## config.mk

```make
export PLATFORM = sky130hd
export DESIGN_NAME = msr_softmute
export DESIGN_NICKNAME = d
export VERILOG_FILES = /design/src/rtl/msr_pkg.sv /design/src/rtl/msr_gain_ramp.sv /design/src/rtl/msr_chan_scale.sv /design/src/rtl/msr_zero_watch.sv /design/src/rtl/msr_softmute.sv
export SDC_FILE = /design/constraint.sdc
export NUM_CORES = 2
export LEC_CHECK = 0
export BUFFER_PORTS_ARGS = -buffer_cell sky130_fd_sc_hd__buf_2
export CAP_MARGIN = 20
export CORE_MARGIN = 4
export CORE_UTILIZATION = 60
export CTS_CLUSTER_SIZE = 14
export DETAILED_ROUTE_END_ITERATION = 8
export HOLD_SLACK_MARGIN = 0.1
export PLACE_DENSITY = 0.78
export SYNTH_ARGS = -nofsm -noshare
export SYNTH_HDL_FRONTEND = slang
export SYNTH_SLANG_ARGS = --single-unit
```

## constraint.sdc

```tcl
create_clock -name clk -period 7.9 [get_ports clk]
set_input_delay 1.58 -clock clk [delete_from_list [all_inputs] [get_ports clk]]
set_output_delay 1.58 -clock clk [all_outputs]
set_load 0.02 [all_outputs]
```

## src/rtl/msr_pkg.sv

```systemverilog
package msr_pkg;

   typedef enum logic [1:0] {
      SPD_NORMAL = 2'b00,
      SPD_DOUBLE = 2'b01,
      SPD_QUAD   = 2'b10,
      SPD_SPARE  = 2'b11
   } msr_speed_e;

   localparam int unsigned MSR_CHANNELS = 2;

   // Per-frame gain step for a speed code, as a shift of one unit.
   function automatic int unsigned msr_step_shift(input logic [1:0] spd);
      case (spd)
         SPD_DOUBLE: return 1;
         SPD_QUAD:   return 0;
         default:    return 2;
      endcase
   endfunction

endpackage

```

## src/rtl/msr_gain_ramp.sv

```systemverilog
module msr_gain_ramp
   import msr_pkg::*;
#(
   parameter int unsigned GAIN_FRAC = 12,
   localparam int unsigned G_W     = GAIN_FRAC + 1
) (
   input  logic           clk,
   input  logic           rst_n,
   input  logic           run,
   input  logic           valid,
   input  logic           mute,
   input  logic [1:0]     speed,
   output logic [G_W-1:0] gain
);

   localparam logic [G_W-1:0] G_MAX = G_W'(1) << GAIN_FRAC;

   logic [G_W-1:0] step;
   logic [G_W-1:0] room;
   logic [G_W-1:0] g_q;

   always_comb begin
      step = G_W'(1) << msr_step_shift(speed);
      room = G_MAX - g_q;
   end

   always_ff @(posedge clk or negedge rst_n) begin
      if (!rst_n) begin
         g_q <= G_MAX;
      end else if (!run) begin
         g_q <= G_MAX;
      end else if (valid) begin
         if (mute) begin
            g_q <= (g_q > step) ? (g_q - step) : '0;
         end else begin
            g_q <= (room > step) ? (g_q + step) : G_MAX;
         end
      end
   end

   assign gain = g_q;

   p_gain_range_r1 : assert property (@(posedge clk) disable iff (!rst_n)
      g_q <= G_MAX);

   p_fall_on_mute_r1 : assert property (@(posedge clk) disable iff (!rst_n)
      run && valid && mute |=> g_q <= $past(g_q));

   p_rise_on_release_r3 : assert property (@(posedge clk) disable iff (!rst_n)
      run && valid && !mute |=> g_q >= $past(g_q));

   p_hold_idle_r9 : assert property (@(posedge clk) disable iff (!rst_n)
      run && !valid |=> $stable(g_q));

endmodule

```

## src/rtl/msr_chan_scale.sv

```systemverilog
module msr_chan_scale #(
   parameter int unsigned DATA_W    = 24,
   parameter int unsigned GAIN_FRAC = 12,
   localparam int unsigned G_W      = GAIN_FRAC + 1,
   localparam int unsigned P_W      = DATA_W + G_W + 1
) (
   input  logic              clk,
   input  logic              rst_n,
   input  logic              run,
   input  logic              valid,
   input  logic [DATA_W-1:0] sample,
   input  logic [G_W-1:0]    gain,
   output logic [DATA_W-1:0] result
);

   localparam logic signed [P_W-1:0] HALF = P_W'(1) << (GAIN_FRAC - 1);
   localparam logic signed [P_W-1:0] MAXV = {{(P_W-DATA_W+1){1'b0}}, {(DATA_W-1){1'b1}}};
   localparam logic signed [P_W-1:0] MINV = ~MAXV;

   logic signed [P_W-1:0] prod;
   logic signed [P_W-1:0] shifted;
   logic [DATA_W-1:0]     clamped;
   logic [DATA_W-1:0]     res_q;

   always_comb begin
      prod    = $signed(sample) * $signed({1'b0, gain});
      shifted = (prod + HALF) >>> GAIN_FRAC;
      if (shifted > MAXV)      clamped = MAXV[DATA_W-1:0];
      else if (shifted < MINV) clamped = MINV[DATA_W-1:0];
      else                     clamped = shifted[DATA_W-1:0];
   end

   always_ff @(posedge clk or negedge rst_n) begin
      if (!rst_n)        res_q <= '0;
      else if (!run)     res_q <= '0;
      else if (valid)    res_q <= clamped;
   end

   assign result = res_q;

   p_silent_at_zero_gain_r5 : assert property (@(posedge clk) disable iff (!rst_n)
      run && valid && (gain == '0) |=> res_q == '0);

   p_idle_output_zero_r8 : assert property (@(posedge clk) disable iff (!rst_n)
      !run |=> res_q == '0);

endmodule

```

## src/rtl/msr_zero_watch.sv

```systemverilog
module msr_zero_watch #(
   parameter int unsigned ZERO_RUN = 8192,
   localparam int unsigned ZC_W    = $clog2(ZERO_RUN + 1)
) (
   input  logic clk,
   input  logic rst_n,
   input  logic run,
   input  logic valid,
   input  logic all_zero,
   output logic flag
);

   localparam logic [ZC_W-1:0] LIMIT = ZC_W'(ZERO_RUN);

   logic [ZC_W-1:0] cnt_q;

   always_ff @(posedge clk or negedge rst_n) begin
      if (!rst_n) begin
         cnt_q <= '0;
      end else if (!run) begin
         cnt_q <= '0;
      end else if (valid) begin
         if (!all_zero)          cnt_q <= '0;
         else if (cnt_q != LIMIT) cnt_q <= cnt_q + 1'b1;
      end
   end

   assign flag = run && (cnt_q == LIMIT);

   p_count_saturates_r6 : assert property (@(posedge clk) disable iff (!rst_n)
      cnt_q <= LIMIT);

   p_clear_on_data_r7 : assert property (@(posedge clk) disable iff (!rst_n)
      run && valid && !all_zero |=> !flag);

   p_low_when_idle_r8 : assert property (@(posedge clk) disable iff (!rst_n)
      !run |=> !flag);

   p_count_holds_r9 : assert property (@(posedge clk) disable iff (!rst_n)
      run && !valid |=> $stable(cnt_q));

endmodule

```

## src/rtl/msr_softmute.sv

```systemverilog
module msr_softmute
   import msr_pkg::*;
#(
   parameter int unsigned DATA_W    = 24,
   parameter int unsigned GAIN_FRAC = 12,
   parameter int unsigned ZERO_RUN  = 8192
) (
   input  logic              clk,
   input  logic              rst_n,
   input  logic              i_run,
   input  logic              i_valid,
   input  logic              i_mute,
   input  logic [1:0]        i_speed,
   input  logic [DATA_W-1:0] i_left,
   input  logic [DATA_W-1:0] i_right,
   output logic              o_valid,
   output logic [DATA_W-1:0] o_left,
   output logic [DATA_W-1:0] o_right,
   output logic              o_zero
);

   localparam int unsigned G_W = GAIN_FRAC + 1;

   if (DATA_W < 8 || DATA_W > 32) begin : g_bad_width
      $error("msr_softmute: DATA_W must lie in 8..32");
   end
   if (GAIN_FRAC < 2 || GAIN_FRAC > 20) begin : g_bad_frac
      $error("msr_softmute: GAIN_FRAC must lie in 2..20");
   end
   if (ZERO_RUN < 2) begin : g_bad_run
      $error("msr_softmute: ZERO_RUN must be at least 2");
   end

   logic [G_W-1:0]    gain;
   logic [DATA_W-1:0] chan_in  [MSR_CHANNELS];
   logic [DATA_W-1:0] chan_out [MSR_CHANNELS];
   logic              valid_q;
   logic              both_zero;

   assign chan_in[0] = i_left;
   assign chan_in[1] = i_right;
   assign both_zero  = (i_left == '0) && (i_right == '0);

   msr_gain_ramp #(.GAIN_FRAC(GAIN_FRAC)) u_ramp (
      .clk   (clk),
      .rst_n (rst_n),
      .run   (i_run),
      .valid (i_valid),
      .mute  (i_mute),
      .speed (i_speed),
      .gain  (gain)
   );

   for (genvar ch = 0; ch < MSR_CHANNELS; ch++) begin : g_chan
      msr_chan_scale #(.DATA_W(DATA_W), .GAIN_FRAC(GAIN_FRAC)) u_scale (
         .clk    (clk),
         .rst_n  (rst_n),
         .run    (i_run),
         .valid  (i_valid),
         .sample (chan_in[ch]),
         .gain   (gain),
         .result (chan_out[ch])
      );
   end

   msr_zero_watch #(.ZERO_RUN(ZERO_RUN)) u_zero (
      .clk      (clk),
      .rst_n    (rst_n),
      .run      (i_run),
      .valid    (i_valid),
      .all_zero (both_zero),
      .flag     (o_zero)
   );

   always_ff @(posedge clk or negedge rst_n) begin
      if (!rst_n) valid_q <= 1'b0;
      else        valid_q <= i_run && i_valid;
   end

   assign o_valid = valid_q;
   assign o_left  = chan_out[0];
   assign o_right = chan_out[1];

   p_strobe_follows_frame_r10 : assert property (@(posedge clk) disable iff (!rst_n)
      o_valid |-> $past(i_valid && i_run));

   p_output_stable_r10 : assert property (@(posedge clk) disable iff (!rst_n)
      i_run && $past(i_run) && !$past(i_valid) |-> $stable(o_left) && $stable(o_right));

endmodule

```

Yosys cells after proc, flatten, opt, wreduce, memory -nomap -nowiden
Cells that the tools add are included.

cells by class
  equal/unequal tests = 6
  shift operators = 1
  reduce and logical (&&, ||, !) cells = 6
  bitwise logic cells = 0
  divide/modulo/power cells = 0
  mux-type cells = 18
  add/sub/neg operators = 6
  multiply operators = 2
  order comparisons = 6

operators by type and width
  operator                                                                           count
  24-bit 2-to-1 mux                                                                  8
  38-bit by 13-bit adder with 38-bit output, second input constant                   2
  24-bit by 14-bit multiplier with 38-bit output                                     2
  13-bit 2-to-1 mux                                                                  5
  14-bit 2-to-1 mux                                                                  4
  26-bit by 24-bit greater-than comparator with 1-bit output, second input constant  2
  26-bit by 24-bit less-than comparator with 1-bit output, second input constant     2
  24-bit zero test                                                                   2
  13-bit greater-than comparator                                                     2
  14-bit by 1-bit adder with 14-bit output, second input constant                    1
  14-bit equality test, second input constant                                        1
  14-bit != test, second input constant                                              1
  13-bit adder                                                                       1
  1-bit by 2-bit left shift with 13-bit output, first input constant                 1
  13-bit subtractor                                                                  1
  13-bit subtractor, first input constant                                            1
  2-bit case mux with 2 select lines                                                 1
  1-bit logical AND                                                                  3
  3-bit != test, second input constant                                               1
  2-bit by 1-bit equality test with 1-bit output, second input constant              1
  2-bit equality test, second input constant                                         1
  2-bit by 1-bit != test with 1-bit output, second input constant                    1
  2-bit AND reduction                                                                1

storage, ports and cells
  logic and storage cells = 50
  bits in latches = 0
  ROM bits = 0
  bits in registers = 76
  bits in writable memories = 0
  memories = 0

Logic depth before layout (Yosys ltp)
  word-level depth = 8
  mapped depth = 26
  mapped depth without buffers = 23

Hierarchy
A second synthesis with hierarchy kept.

unflattened totals
  cells, all modules = 3045
  area total of the unflattened synthesis = 27624.0 um2

by module, submodules not included
  module                              area each (um2)  cells an instance  instances  seq. area each (um2)
  msr_chan_scale (g_chan[1].u_scale)  12523.3          1381               1          600.6
  msr_chan_scale (g_chan[0].u_scale)  12498.2          1354               1          600.6
  msr_gain_ramp                       1541.5           189                1          326.6
  msr_zero_watch                      919.6            103                1          350.3
  msr_softmute                        141.4            18                 1          25.0

Worst setup path before layout
Ideal clock, no wire load.

  kind = in2reg
  start point = input port i_right[23]
  end point = register g_chan[1].u_scale.res_q[14]
  arrival time = 7.521 ns
  buffers on the path = 3
  stages = 24
  data required time = 7.774 ns
  setup time = 0.126 ns
  path slack = 0.253 ns
  path through = clkbuf_1 -> nand2_1 -> fa_1 -> inv_1 -> fa_1 -> inv_1 -> fa_1 -> inv_1 -> fa_1 -> fa_1 -> inv_1 -> fa_1 -> inv_1 -> ha_1 -> clkbuf_1 -> o21ai_0 -> nand2b_1 -> a41o_1 -> a2111o_1 -> nand3_1 -> o311ai_2 -> and2_4 -> buf_6 -> a221o_1

on the way
  word-level cells in the longest chain between the ends = 7

RTL lines
  item                                                     RTL line              source
  from (decl)                                              msr_softmute.sv:15    input logic [DATA_W-1:0] i_right,
  24-bit by 14-bit multiplier with 38-bit output *         msr_chan_scale.sv:26  prod = $signed(sample) * $signed({1'b0, gain});
  38-bit by 13-bit adder with 38-bit output *              msr_chan_scale.sv:27  shifted = (prod + HALF) >>> GAIN_FRAC;
  26-bit by 24-bit less-than comparator with 1-bit output  msr_chan_scale.sv:29  else if (shifted < MINV) clamped = MINV[DATA_W-1:0];
  24-bit 2-to-1 mux                                        msr_chan_scale.sv:29
  24-bit 2-to-1 mux *                                      msr_chan_scale.sv:28  if (shifted > MAXV) clamped = MAXV[DATA_W-1:0];
  24-bit 2-to-1 mux *                                      msr_chan_scale.sv:36  else if (valid) res_q <= clamped;
  24-bit 2-to-1 mux *                                      msr_chan_scale.sv:35  else if (!run) res_q <= '0;
  to (signal assigned)                                     msr_chan_scale.sv:36
  to (decl)                                                msr_chan_scale.sv:23  logic [DATA_W-1:0] res_q;

Every way passes the cells marked *; elsewhere a longest branch is shown, timed or not. The select of a mux whose other input is x is not followed.
A chain may end at the register's enable or synchronous reset.

Worst setup path after layout
  start point = input port i_left[5]
  end point = register g_chan[0].u_scale.res_q[20]

on the way
  word-level cells in the longest chain between the ends = 7

RTL lines
  item                                                     RTL line              source
  from (decl)                                              msr_softmute.sv:14    input logic [DATA_W-1:0] i_left,
  24-bit by 14-bit multiplier with 38-bit output *         msr_chan_scale.sv:26
  38-bit by 13-bit adder with 38-bit output *              msr_chan_scale.sv:27
  26-bit by 24-bit less-than comparator with 1-bit output  msr_chan_scale.sv:29
  24-bit 2-to-1 mux                                        msr_chan_scale.sv:29
  24-bit 2-to-1 mux *                                      msr_chan_scale.sv:28
  24-bit 2-to-1 mux *                                      msr_chan_scale.sv:36
  24-bit 2-to-1 mux *                                      msr_chan_scale.sv:35
  to (signal assigned)                                     msr_chan_scale.sv:36
  to (decl)                                                msr_chan_scale.sv:23

Marked as above.

==> flow_metrics.tcl <==
set metrics [dict create \
    track_usage_pct 30.44 \
    placement.io_buffers 104 \
    worst_slew_pin_slew_ps 1007 \
    switchingPower_mw 6.692 \
    design.die.area_um2 48700 \
    grt_pass1_wl_mm 117.7 \
    nets 4027 \
    seqPwrFrac_pct 5.0 \
    yosysSeqAreaShare_pct 7.012 \
    drive_gt1_share_pct 10.05 \
    crit_chain "buf_2, buf_4, and2_1, fa_1, inv_1, fa_1, inv_1, fa_1, fa_1, fa_1, inv_1, fa_1, inv_1, ha_1, nand2_1, nor3_1, nand3_1, o211ai_1, a21oi_1, o21a_1, o32ai_2, nand2_1, buf_4, o211ai_1" \
    cts-root-buf "clkbuf_16" \
    timing.final.max_slew_violations 0 \
    gp_congestion 0.9504 \
    drt-vias-per-instance 5.655 \
    highest_layer "met5" \
    fp.dieH_um 220.7 \
    crit_arrival_ps 7930 \
    area_delta_synth_final_pct 8.879 \
    ant_nets 0 \
    nFillCells 3543 \
    crit_type "input pin to flip-flop" \
    crit_fanout 13 \
    core_area_um2 44510 \
    ctsHoldBuffers 0 \
    cts.sinks 76 \
    cts_tree "done" \
    p_leak_nw 15.59 \
    status "complete, no violations" \
    hpwl_mm 57.28 \
    p_int_mw 5.570 \
    netSwitchingFraction_pct 54.58 \
    timing.final.crit_share_pct 96.75 \
    worst_setup_path_end_kind "flip-flop" \
    ys_async_sr_fraction_pct 100.0 \
    synth_cell_types 74 \
    powerDensity_nw_per_um2 414.9 \
    worst_path_largest_cell_delay_ps 570 \
    fp-row-count 77 \
    firstDrtPassIters 5 \
    fmax_ghz 0.1308 \
    wl_met1_mm 27.17 \
    synth_fp_nets 3898 \
    antenna_found_initial 4 \
    cts.path.max_buffers 2 \
    vias 21250 \
    finalSetupViolations 0 \
    die_x_um 220.7 \
    post-route-util_pct 66.39 \
    wl_mm 69.11 \
    required_ps 8180 \
    grt_overflow_total 0 \
    syn_avg_cell_area_um2 8.957 \
    path_common_cell "fa_1" \
    synthCells 3030 \
    synth-main-ff-cell "dfrtp_1" \
    drc 0 \
    routed-wl-met3_mm 4.684 \
    synth_seq_cells 76 \
    grt_max_degree 76 \
    start_kind "input pin" \
    yosysWarnings 0 \
    first_iter_violations 1454 \
    slowest_stage "fa_1" \
    fin_skew_ps 11.14 \
    period_minus_slack_ps 7643 \
    ioPinCount 105 \
    clk_pin_slew_ps 60 \
    max-vdd-ir-drop_mv 0.3897 \
    finalPower_mw 12.26 \
    finalHoldViolCount 0 \
    slew-limit-headroom_pct 32.90 \
    hold_path.class "flip-flop to flip-flop" \
    clkPwrFrac_pct 3.7 \
    initial_core_util_pct 60.98 \
    htreeDepth 3 \
    grt_pass1_vias 23630 \
    synth_area_um2 27140 \
    wl_met2_mm 34.01 \
    maxCapViolCount 0 \
    clk_latency_ps 380 \
    synth-edff-count 0 \
    power_frac_comb_pct 91.3 \
    cts_inserted_buffers 9 \
    wl_per_cell_um 18.39 \
]
[cell usage in the layout, fill, tap and decap left out, drive strengths merged, types with 5 or more instances in the layout]
master  Yosys  routed
nand4      26      26
nand2     350     350
inv       700     702
a21oi      83      83
xnor2      38      38
o21bai      8       8
nand3      22      22
nor3b       7       8
o21a       10      10
a31oi      13      13
a21o       23      23
nor2       43      43
a21boi      5       5
and3        7       7
o21ai      61      61
clkbuf    129      10
nor3       23      23
ha        231     231
buf        25     271
and2      372     372
dfrtp      75      75
nand2b      5       5
o211ai     26      26
nor2b      10      10
a211oi     11      11
a221o      21      21
xor2       37      37
fa        582     582
nor4       15      15
o22ai       5       5
or3         8       8
[final timing paths]
path                                                     startpoint                                  endpoint  slack (ps)  cells past startpoint
min                        g_chan[0].u_scale.result[23]$_DFFE_PN0P_  g_chan[0].u_scale.result[23]$_DFFE_PN0P_         480                      2
min reg2reg                g_chan[0].u_scale.result[23]$_DFFE_PN0P_  g_chan[0].u_scale.result[23]$_DFFE_PN0P_         480                      2
max reg2reg                              u_ramp.gain[5]$_DFFE_PN0P_  g_chan[0].u_scale.result[20]$_DFFE_PN0P_         520                     22
min in group asynchronous                                     rst_n                         o_valid$_DFF_PN0_         980                      1
max in group asynchronous                                     rst_n               u_ramp.gain[12]$_DFFE_PN1P_        5960                      3
max                                                       i_left[5]  g_chan[0].u_scale.result[20]$_DFFE_PN0P_         260                     24
[repair_timing]
item	4_1_cts	5_1_grt
endpoints found under the hold margin	0	0
resized for setup	1	7
pin swaps	0	2
cloned	0	1
endpoints found under the setup margin	20	44
setup buffers	0	2
[layer usage]
layer | vias to the layer above | track usage [%]
li1 | 9412 | -
met1 | 10840 | 38.96
met2 | 798 | 51.58
met3 | 194 | 5.246
met4 | 6 | 12.84
met5 | - | 0
[power by group through the flow]
stage	Clock [mW]	Combinational, mW	Sequential, mW
final	0.448	11.2	0.615
after global routing	0.471	12.6	0.625
after CTS	0.457	11.0	0.626
after detailed placement	0	10.8	0.632
after global placement	0	10.6	0.627
after floorplan	0	7.31	0.637
[through the flow]
step / setup TNS, ps / instances / hold WS, ps / worst slack [ps] / cell area, µm²
3_3_place_gp: -8729 / 3732 / 466.4 / -410.1 / 29070
4_1_cts: 0 / 3748 / 491.9 / 72.22 / 29380
6_report: 0 / 3758 / 484.5 / 257.1 / 29550
2_1_floorplan: 0 / 3030 / 475.3 / 252.6 / 27140
5_1_grt: -6.681 / 3756 / 522.1 / -6.681 / 29550
3_5_place_dp: -12740 / 3732 / 478.0 / -569.6 / 29070
[layout make-up]
cell class | instances | area (µm²) | area share, %
Sequential cell | 76 | 1908 | 6.457
Timing Repair Buffer | 271 | 1939 | 6.563
Clock inverter | 6 | 71.32 | 0.2413
Clock buffer | 10 | 229.0 | 0.7748
Antenna cell | 2 | 5.005 | 0.01694
Multi-Input combinational cell | 2101 | 22030 | 74.55
Tap cell | 592 | 740.7 | 2.507
Inverter | 700 | 2628 | 8.892
[flip-flops by register name, summed over array words and instances (netlist names)]
| signal | count |
|---|---|
| g_chan.u_scale.result | 48 |
| o_valid | 1 |
| u_ramp.gain | 13 |
| u_zero.cnt_q | 14 |
[worst max-delay path: cells and delay by family]
family / cells / cell delay (ps)
compound gates: 5 / 1150
fa+ha+maj: 7 / 3390
buf+inv: 7 / 780
simple gates: 5 / 1000
[cell usage after synthesis (3+ instances only)]
master     number  share of area, %
inv_1         700               9.7
fa_1          582                43
and2_1        371               8.6
nand2_1       349               4.8
ha_1          231                11
clkbuf_1      129               1.8
a21oi_1        82               1.5
dfrtp_1        75               6.9
o21ai_0        56               1.0
nor2_1         43              0.59
xnor2_1        38               1.2
xor2_1         37               1.2
nand4_1        26              0.60
o211ai_1       26              0.72
a21o_1         23              0.64
nand3_1        22              0.41
nor3_1         22              0.41
a221o_1        21              0.77
nor4_1         15              0.35
a31oi_1        12              0.28
buf_2          12              0.22
a211oi_1       11              0.30
nor2b_1        10              0.23
o21a_1         10              0.28
buf_1           8              0.11
o21bai_1        8              0.22
or3_1           8              0.18
and3_1          7              0.16
nor3b_1         7              0.19
a21boi_0        5              0.14
nand2b_1        5              0.12
a22o_1          4              0.13
buf_6           4              0.17
mux2i_1         4              0.15
o21ai_1         4             0.074
o22ai_1         4             0.092
a211o_1         3             0.097
a41oi_1         3             0.097
and4_1          3             0.097
mux2_2          3              0.12
o2111ai_1       3             0.097
o211a_1         3              0.11
o31ai_1         3             0.083
or2_2           3             0.069
[cell families after synthesis]
group                    synth area share (%)
adder cells (fa/ha/maj)                 53.58
AO/OA/AOI/OAI                           7.593
multiplexers                           0.2720
flip-flops                              7.012
XOR/XNOR                                2.420
AND/OR/NAND/NOR                         17.09
buffers and inverters                   12.04
Power figures use the tool's default switching activity.
